--- src/rtl/sad4x4_pkg.sv ---
package sad4x4_pkg;

    // default geometry of the unit
    localparam int PIX_BITS  = 8;
    localparam int BLOCK_DIM = 4;

    // width needed to hold the sum of n terms of w bits each
    function automatic int sum_width(input int w, input int n);
        return w + $clog2(n);
    endfunction

    // position of the pipeline stage that a result currently occupies
    typedef enum logic [1:0] {
        STG_DIFF = 2'd0,
        STG_SUM  = 2'd1
    } stage_e;

endpackage

--- src/rtl/sad_absdiff_lane.sv ---
module sad_absdiff_lane #(
    parameter int PIX_W = sad4x4_pkg::PIX_BITS
) (
    input  logic             clk,
    input  logic             rst,
    input  logic             en,
    input  logic [PIX_W-1:0] ref_px,
    input  logic [PIX_W-1:0] cur_px,
    output logic [PIX_W-1:0] mag_q
);

    logic signed [PIX_W:0] delta;
    logic signed [PIX_W:0] mag;

    // reference minus current: the negated operand is the steady one
    always_comb begin
        delta = $signed({1'b0, ref_px}) - $signed({1'b0, cur_px});
        mag   = delta[PIX_W] ? -delta : delta;
    end

    always_ff @(posedge clk) begin
        if (rst)
            mag_q <= '0;
        else if (en)
            mag_q <= mag[PIX_W-1:0];
    end

    AST_EQUAL_PIXELS_ZERO: assert property (@(posedge clk) disable iff (rst)
        (en && ref_px == cur_px) |=> (mag_q == '0));

endmodule

--- src/rtl/sad_row_stage.sv ---
module sad_row_stage #(
    parameter int PIX_W   = sad4x4_pkg::PIX_BITS,
    parameter int ROW_LEN = sad4x4_pkg::BLOCK_DIM,
    parameter int SAD_W   = sad4x4_pkg::sum_width(PIX_W, ROW_LEN * ROW_LEN)
) (
    input  logic [SAD_W-1:0]         psad_in,
    input  logic [ROW_LEN*PIX_W-1:0] row_mags,
    output logic [SAD_W-1:0]         psad_out
);

    // partial sum from the row above plus this row's lanes
    always_comb begin
        psad_out = psad_in;
        for (int c = 0; c < ROW_LEN; c++)
            psad_out = psad_out + SAD_W'(row_mags[c*PIX_W +: PIX_W]);
    end

endmodule

--- src/rtl/sad4x4_unit.sv ---
module sad4x4_unit #(
    parameter int PIX_W   = sad4x4_pkg::PIX_BITS,
    parameter int BLK_DIM = sad4x4_pkg::BLOCK_DIM,
    parameter int SAD_W   = sad4x4_pkg::sum_width(PIX_W, BLK_DIM * BLK_DIM)
) (
    input  logic                             clk,
    input  logic                             rst,
    input  logic                             in_valid,
    input  logic [BLK_DIM*BLK_DIM*PIX_W-1:0] cur_pix,
    input  logic [BLK_DIM*BLK_DIM*PIX_W-1:0] ref_pix,
    output logic                             out_valid,
    output logic [SAD_W-1:0]                 sad_out
);
    import sad4x4_pkg::*;

    localparam int NPIX    = BLK_DIM * BLK_DIM;
    localparam int ROW_W   = BLK_DIM * PIX_W;
    localparam int SAD_MAX = NPIX * ((1 << PIX_W) - 1);

    logic [NPIX*PIX_W-1:0] mags;
    logic [SAD_W-1:0]      psad [0:BLK_DIM];
    logic [1:0]            vld_pipe;   // indexed by stage_e

    // stage 0: sixteen difference lanes
    generate
        for (genvar i = 0; i < NPIX; i++) begin : g_lane
            sad_absdiff_lane #(.PIX_W(PIX_W)) u_lane (
                .clk    (clk),
                .rst    (rst),
                .en     (in_valid),
                .ref_px (ref_pix[i*PIX_W +: PIX_W]),
                .cur_px (cur_pix[i*PIX_W +: PIX_W]),
                .mag_q  (mags[i*PIX_W +: PIX_W])
            );
        end
    endgenerate

    // row chain: each row hands its partial sum to the next
    assign psad[0] = '0;
    generate
        for (genvar r = 0; r < BLK_DIM; r++) begin : g_row
            sad_row_stage #(
                .PIX_W   (PIX_W),
                .ROW_LEN (BLK_DIM),
                .SAD_W   (SAD_W)
            ) u_row (
                .psad_in  (psad[r]),
                .row_mags (mags[r*ROW_W +: ROW_W]),
                .psad_out (psad[r+1])
            );
        end
    endgenerate

    // valid tracking and output register
    always_ff @(posedge clk) begin
        if (rst) begin
            vld_pipe <= '0;
            sad_out  <= '0;
        end else begin
            vld_pipe[STG_DIFF] <= in_valid;
            vld_pipe[STG_SUM]  <= vld_pipe[STG_DIFF];
            if (vld_pipe[STG_DIFF])
                sad_out <= psad[BLK_DIM];
        end
    end

    assign out_valid = vld_pipe[STG_SUM];

    AST_DIFF_STAGE_FOLLOWS: assert property (@(posedge clk) disable iff (rst)
        in_valid |=> vld_pipe[STG_DIFF]);

    AST_OUT_FOLLOWS_DIFF: assert property (@(posedge clk) disable iff (rst)
        !vld_pipe[STG_DIFF] |=> !out_valid);

    AST_SAD_IN_RANGE: assert property (@(posedge clk) disable iff (rst)
        out_valid |-> (sad_out <= SAD_W'(SAD_MAX)));

    AST_HOLD_WHEN_IDLE: assert property (@(posedge clk) disable iff (rst)
        !vld_pipe[STG_DIFF] |=> $stable(sad_out));

    AST_BACK_TO_BACK: assert property (@(posedge clk) disable iff (rst)
        (in_valid && vld_pipe[STG_DIFF]) |=> (vld_pipe[STG_DIFF] && out_valid));

endmodule

--- config.mk ---
export PLATFORM = sky130hd
export DESIGN_NAME = sad4x4_unit
export DESIGN_NICKNAME = d
export VERILOG_FILES = /design/src/rtl/sad4x4_pkg.sv /design/src/rtl/sad_absdiff_lane.sv /design/src/rtl/sad_row_stage.sv /design/src/rtl/sad4x4_unit.sv
export SDC_FILE = /design/constraint.sdc
export NUM_CORES = 1
export LEC_CHECK = 0
export ABC_CLOCK_PERIOD_IN_PS = 13300
export BUFFER_PORTS_ARGS = -buffer_cell sky130_fd_sc_hd__clkbuf_2
export CORE_MARGIN = 5
export CORE_UTILIZATION = 40
export CTS_BUF_LIST = sky130_fd_sc_hd__clkbuf_2 sky130_fd_sc_hd__clkbuf_4 sky130_fd_sc_hd__clkbuf_8
export CTS_CLUSTER_DIAMETER = 200
export DETAILED_ROUTE_END_ITERATION = 7
export MAX_ROUTING_LAYER = met4
export REMOVE_ABC_BUFFERS = 1
export SYNTH_ARGS = -nofsm -noshare
export SYNTH_HDL_FRONTEND = slang
export SYNTH_SLANG_ARGS = --single-unit
--- constraint.sdc ---
create_clock -name clk -period 13.3 [get_ports clk]
set_clock_uncertainty 0.05 [all_clocks]
set_input_delay 2.66 -clock clk [delete_from_list [all_inputs] [get_ports clk]]
set_output_delay 2.66 -clock clk [all_outputs]
set_load 0.05 [all_outputs]
==> metrics.md <==
| Metric | Value |
|---|---|
| Status | `finished, final reports clean` |
| Starting Density | `40.32%` |
| Netlist cell types | `61` |
| Die Span Y | `212.6 um` |
| Post-CTS repair timing setup buffer count | `0` |
| Hold Startpoint | `g_lane[0].u_lane.mag_q[0]` |
| Reg-to-Reg Start | `g_lane[0].u_lane.mag_q[1]` |
| Hold Path End | `g_lane[0].u_lane.mag_q[0]` |
| Peak Freq | `0.1558 GHz` |
| FF-to-FF setup slack | `6880 ps` |
| Largest net degree at the start of global routing | `98` |
| Synth Flop Type | `dfxtp_1` |
| Number of synthesized flops with an enable pin | `0` |
| Worst flop-to-flop path endpoint | `sad_out[11]` |
| Mapped Cells | `2032` |
| Core area | `0.04074 sq mm` |
| R2R depth | `23` |
| GRT Resource Usage Total | `18.93%` |
| Syn_area_per_cell | `8.084 sq um` |
| DR vias | `14813` |
| Hold Path Depth | `2` |
| Yosys warning total | `0` |
| Hold slack | `440.7 ps` |
| Clk Latency, worst-skew pair | `470 ps` |
| Synth top cells by count | `306 x inv_1, 250 x nor2_1, 172 x ha_1, 142 x dfxtp_1, 118 x fa_1` |
| Met3 Resource Use GR | `1.977%` |
| WP depth | `23` |
| RSZ-0062 raised after global routing | `no` |
| Mapped cell area | `0.01643 sq mm` |
| Die area | `0.04522 sq mm` |
| Nets | `2826` |
| Drt first pass iters | `5` |
| Buf+Inv Stages, Crit Path | `4` |
| Max clock buf depth | `2` |
| Post-route setup TNS | `0 ps` |
| Met2 Usage GRT | `32.19%` |
| Critical path's most frequent cell | `fa_1` |
| Diode count | `0` |
| First-pass GRT wire length | `roughly 69 mm` |
| Via density | `5.249` |
| Final worst-path cycle share | `between 40% and 50%` |
| Most used routing layer | `met2` |
| Most common cell in the netlist | `inv_1` |
| Critical path class | `register to register` |
| Power Dens Cells | `229.6 mW/mm^2` |
| Avg WL per Cell | `15.05 um` |
| CP required | `approximately 14000 ps` |
| Worst Path Arrival | `6720 ps` |
| HPWL Detailed | `35.18 mm` |
| Synthesis-to-layout area growth | `13.89%` |
| Worst setup EP type | `register` |
| Fraction of layout cells with a size suffix above 1 | `between 10% and 20%` |
| Met1 usage | `24.86%` |
| DR iter-0 viols | `about 700` |
| CP Cell Sequence | `ha_1 > a21o_1 > a21oi_1 > nor2b_1 > o21a_1 > o41ai_1 > xnor2_1 > fa_1 > inv_1 > fa_1 > fa_1 > fa_1 > inv_1 > fa_1 > inv_1 > fa_1 > inv_1 > ha_1 > a21oi_1 > nand3_1 > o21ai_0 > xor2_1 > a211oi_1` |
| Worst-case vdd ir drop | `0.4567 mV` |
| CTS tree | `yes` |
| Lkg Pwr | `0.008747 uW` |
| Async S/R FF share, synth | `0%` |
| Port Buf Inserts | `approximately 270` |
| Area contributors post-synth | `dfxtp_1 17%, fa_1 14%, ha_1 13%, inv_1 7.0%, nor2_1 5.7%` |
| Slew HR | `between 20% and 30%` |
| Hold Fails Final Rpt | `0` |
| Worst Max-Slew Pin Slew | `~1100 ps` |
| Total CTS buffers | `17` |
| Worst path top cell family by delay | `adder cells` |
| Vias in the first global route | `14391` |
| Post-synthesis sequential area ratio | `~17%` |
| Die X | `between 200 and 250 um` |
| Slowest CP cell | `fa_1` |
| Slowest stage delay, CP | `550 ps` |
| CTS clk-pin slew, worst paths | `90 ps` |
| Final Setup Violations | `0` |
| Cell taking the most area after synthesis | `dfxtp_1` |
| Final WL | `42.48 mm` |
| Quantity of hold-fixing buffers added after cts | `0` |
| Initial antenna violation count | `0` |
| DRC errors left | `0` |
| Grt ovf | `0` |
| Worst-path fanout max | `4` |
| Startpoint types | `register` |
| Cts repair resizes | `0` |
| Site Rows | `74` |
| GPL Wtd Cong | `approximately 0.86` |
| Remaining antenna violation count | `0` |
| Max-Cap Viols | `0` |
| CP Launch Point | `g_lane[0].u_lane.mag_q[1]` |
| Root Driver | `clkbuf_8` |
| Synthesized flop and latch total | `~140` |
| Hold crit path type | `register to register` |
| CTS HTree Levels | `4` |
| Slew Limit Fails | `0` |
| TritonCTS Sinks | `142` |
| # IOs | `272` |
| Min Tclk post-route | `6418 ps` |
| Share of the synthesized area in the top cell type | `17.31%` |
==> power by group <==
part / switching, uW / leakage, uW / internal (uW)
registers: 48.3 / 0.00118 / 490
logic: 1930 / 0.00737 / 1470
clock network: 187 / 0.000197 / 175
==> worst reg2reg max path, stage by stage (launching register included) <==
cell and delay (ps):
dfxtp_1 340, ha_1 290, a21o_1 170, a21oi_1 210
nor2b_1 70, o21a_1 190, o41ai_1 310, xnor2_1 130
fa_1 490, inv_1 60, fa_1 510, fa_1 520
fa_1 550, inv_1 60, fa_1 530, inv_1 50
fa_1 520, inv_1 40, ha_1 200, a21oi_1 300
nand3_1 130, o21ai_0 230, xor2_1 100, a211oi_1 260
==> cells by family (layout without fill, tap and decap cells) <==
| family | after synthesis | count (layout) | synth area share [%] |
|---|---|---|---|
| simple gates | 593 | 593 | 17.27 |
| compound gates | 487 | 487 | 20.89 |
| buf+inv | 355 | 613 | 8.112 |
| fa+ha+maj | 290 | 290 | 27.48 |
| xor+xnor | 147 | 147 | 7.838 |
| flops | 142 | 142 | 17.31 |
| mux | 18 | 18 | 1.097 |
==> placed cells by master (no fill, tap or decap), types with 19 or more instances in the layout <==
master / count
clkbuf_2: 269
nor3b_1: 20
a21oi_1: 70
a31oi_1: 26
a311oi_1: 21
o21ai_0: 104
nand4_1: 19
ha_1: 172
fa_1: 118
dfxtp_1: 142
nand2_1: 93
nand3_1: 42
xnor2_1: 59
nor2_1: 250
nor2b_1: 26
a211oi_1: 83
o31ai_1: 25
nand2b_1: 33
nor3_1: 36
inv_1: 306
xor2_1: 88
==> how the worst max path moves through the flow <==
stage | end | slack [ps]
3_3_place_gp | sad_out[10] | 7030
4_1_cts | sad_out[11] | 6880
5_1_grt | sad_out[11] | 6470
2_1_floorplan | sad_out[10] | 7290
3_5_place_dp | sad_out[11] | 6880
6_report | sad_out[11] | 6880
==> metal layers <==
| metal | vias to the layer above | share of wire [%] |
|---|---|---|
| li1 | 7565 | - |
| met1 | 6905 | 46 |
| met2 | 311 | 49 |
| met3 | 32 | 3.8 |
| met4 | 0 | 1.2 |
| met5 | - | 0 |
==> area by class of cell <==
class	count	area [sq um]
tap	532	665.6
fill	4111	22030
timing repair buffer	275	1395
inverter	306	1149
clock inverter	14	153.9
multi-input combinational	1535	12250
clock buffer	18	247.7
sequential	142	2843
==> flip-flops by register name, summed over array words and instances (netlist names) <==
signal,flops
vld_pipe,2
sad_out,12
g_lane.u_lane.mag_q,128
==> metrics by stage <==
stage	power, uW	utilization [%]	area (sq um)	instances	setup slack, ps
2_1_floorplan	3258	-	16240	1983	7287
5_1_grt	4884	45.92	18710	2822	6474
3_5_place_dp	3955	44.93	18310	2790	6879
6_report	4296	45.92	18710	2822	6882
3_3_place_gp	3875	44.93	18310	2790	7026
4_1_cts	4336	45.92	18710	2822	6878
No activity file was read; power rests on OpenSTA's default activity.
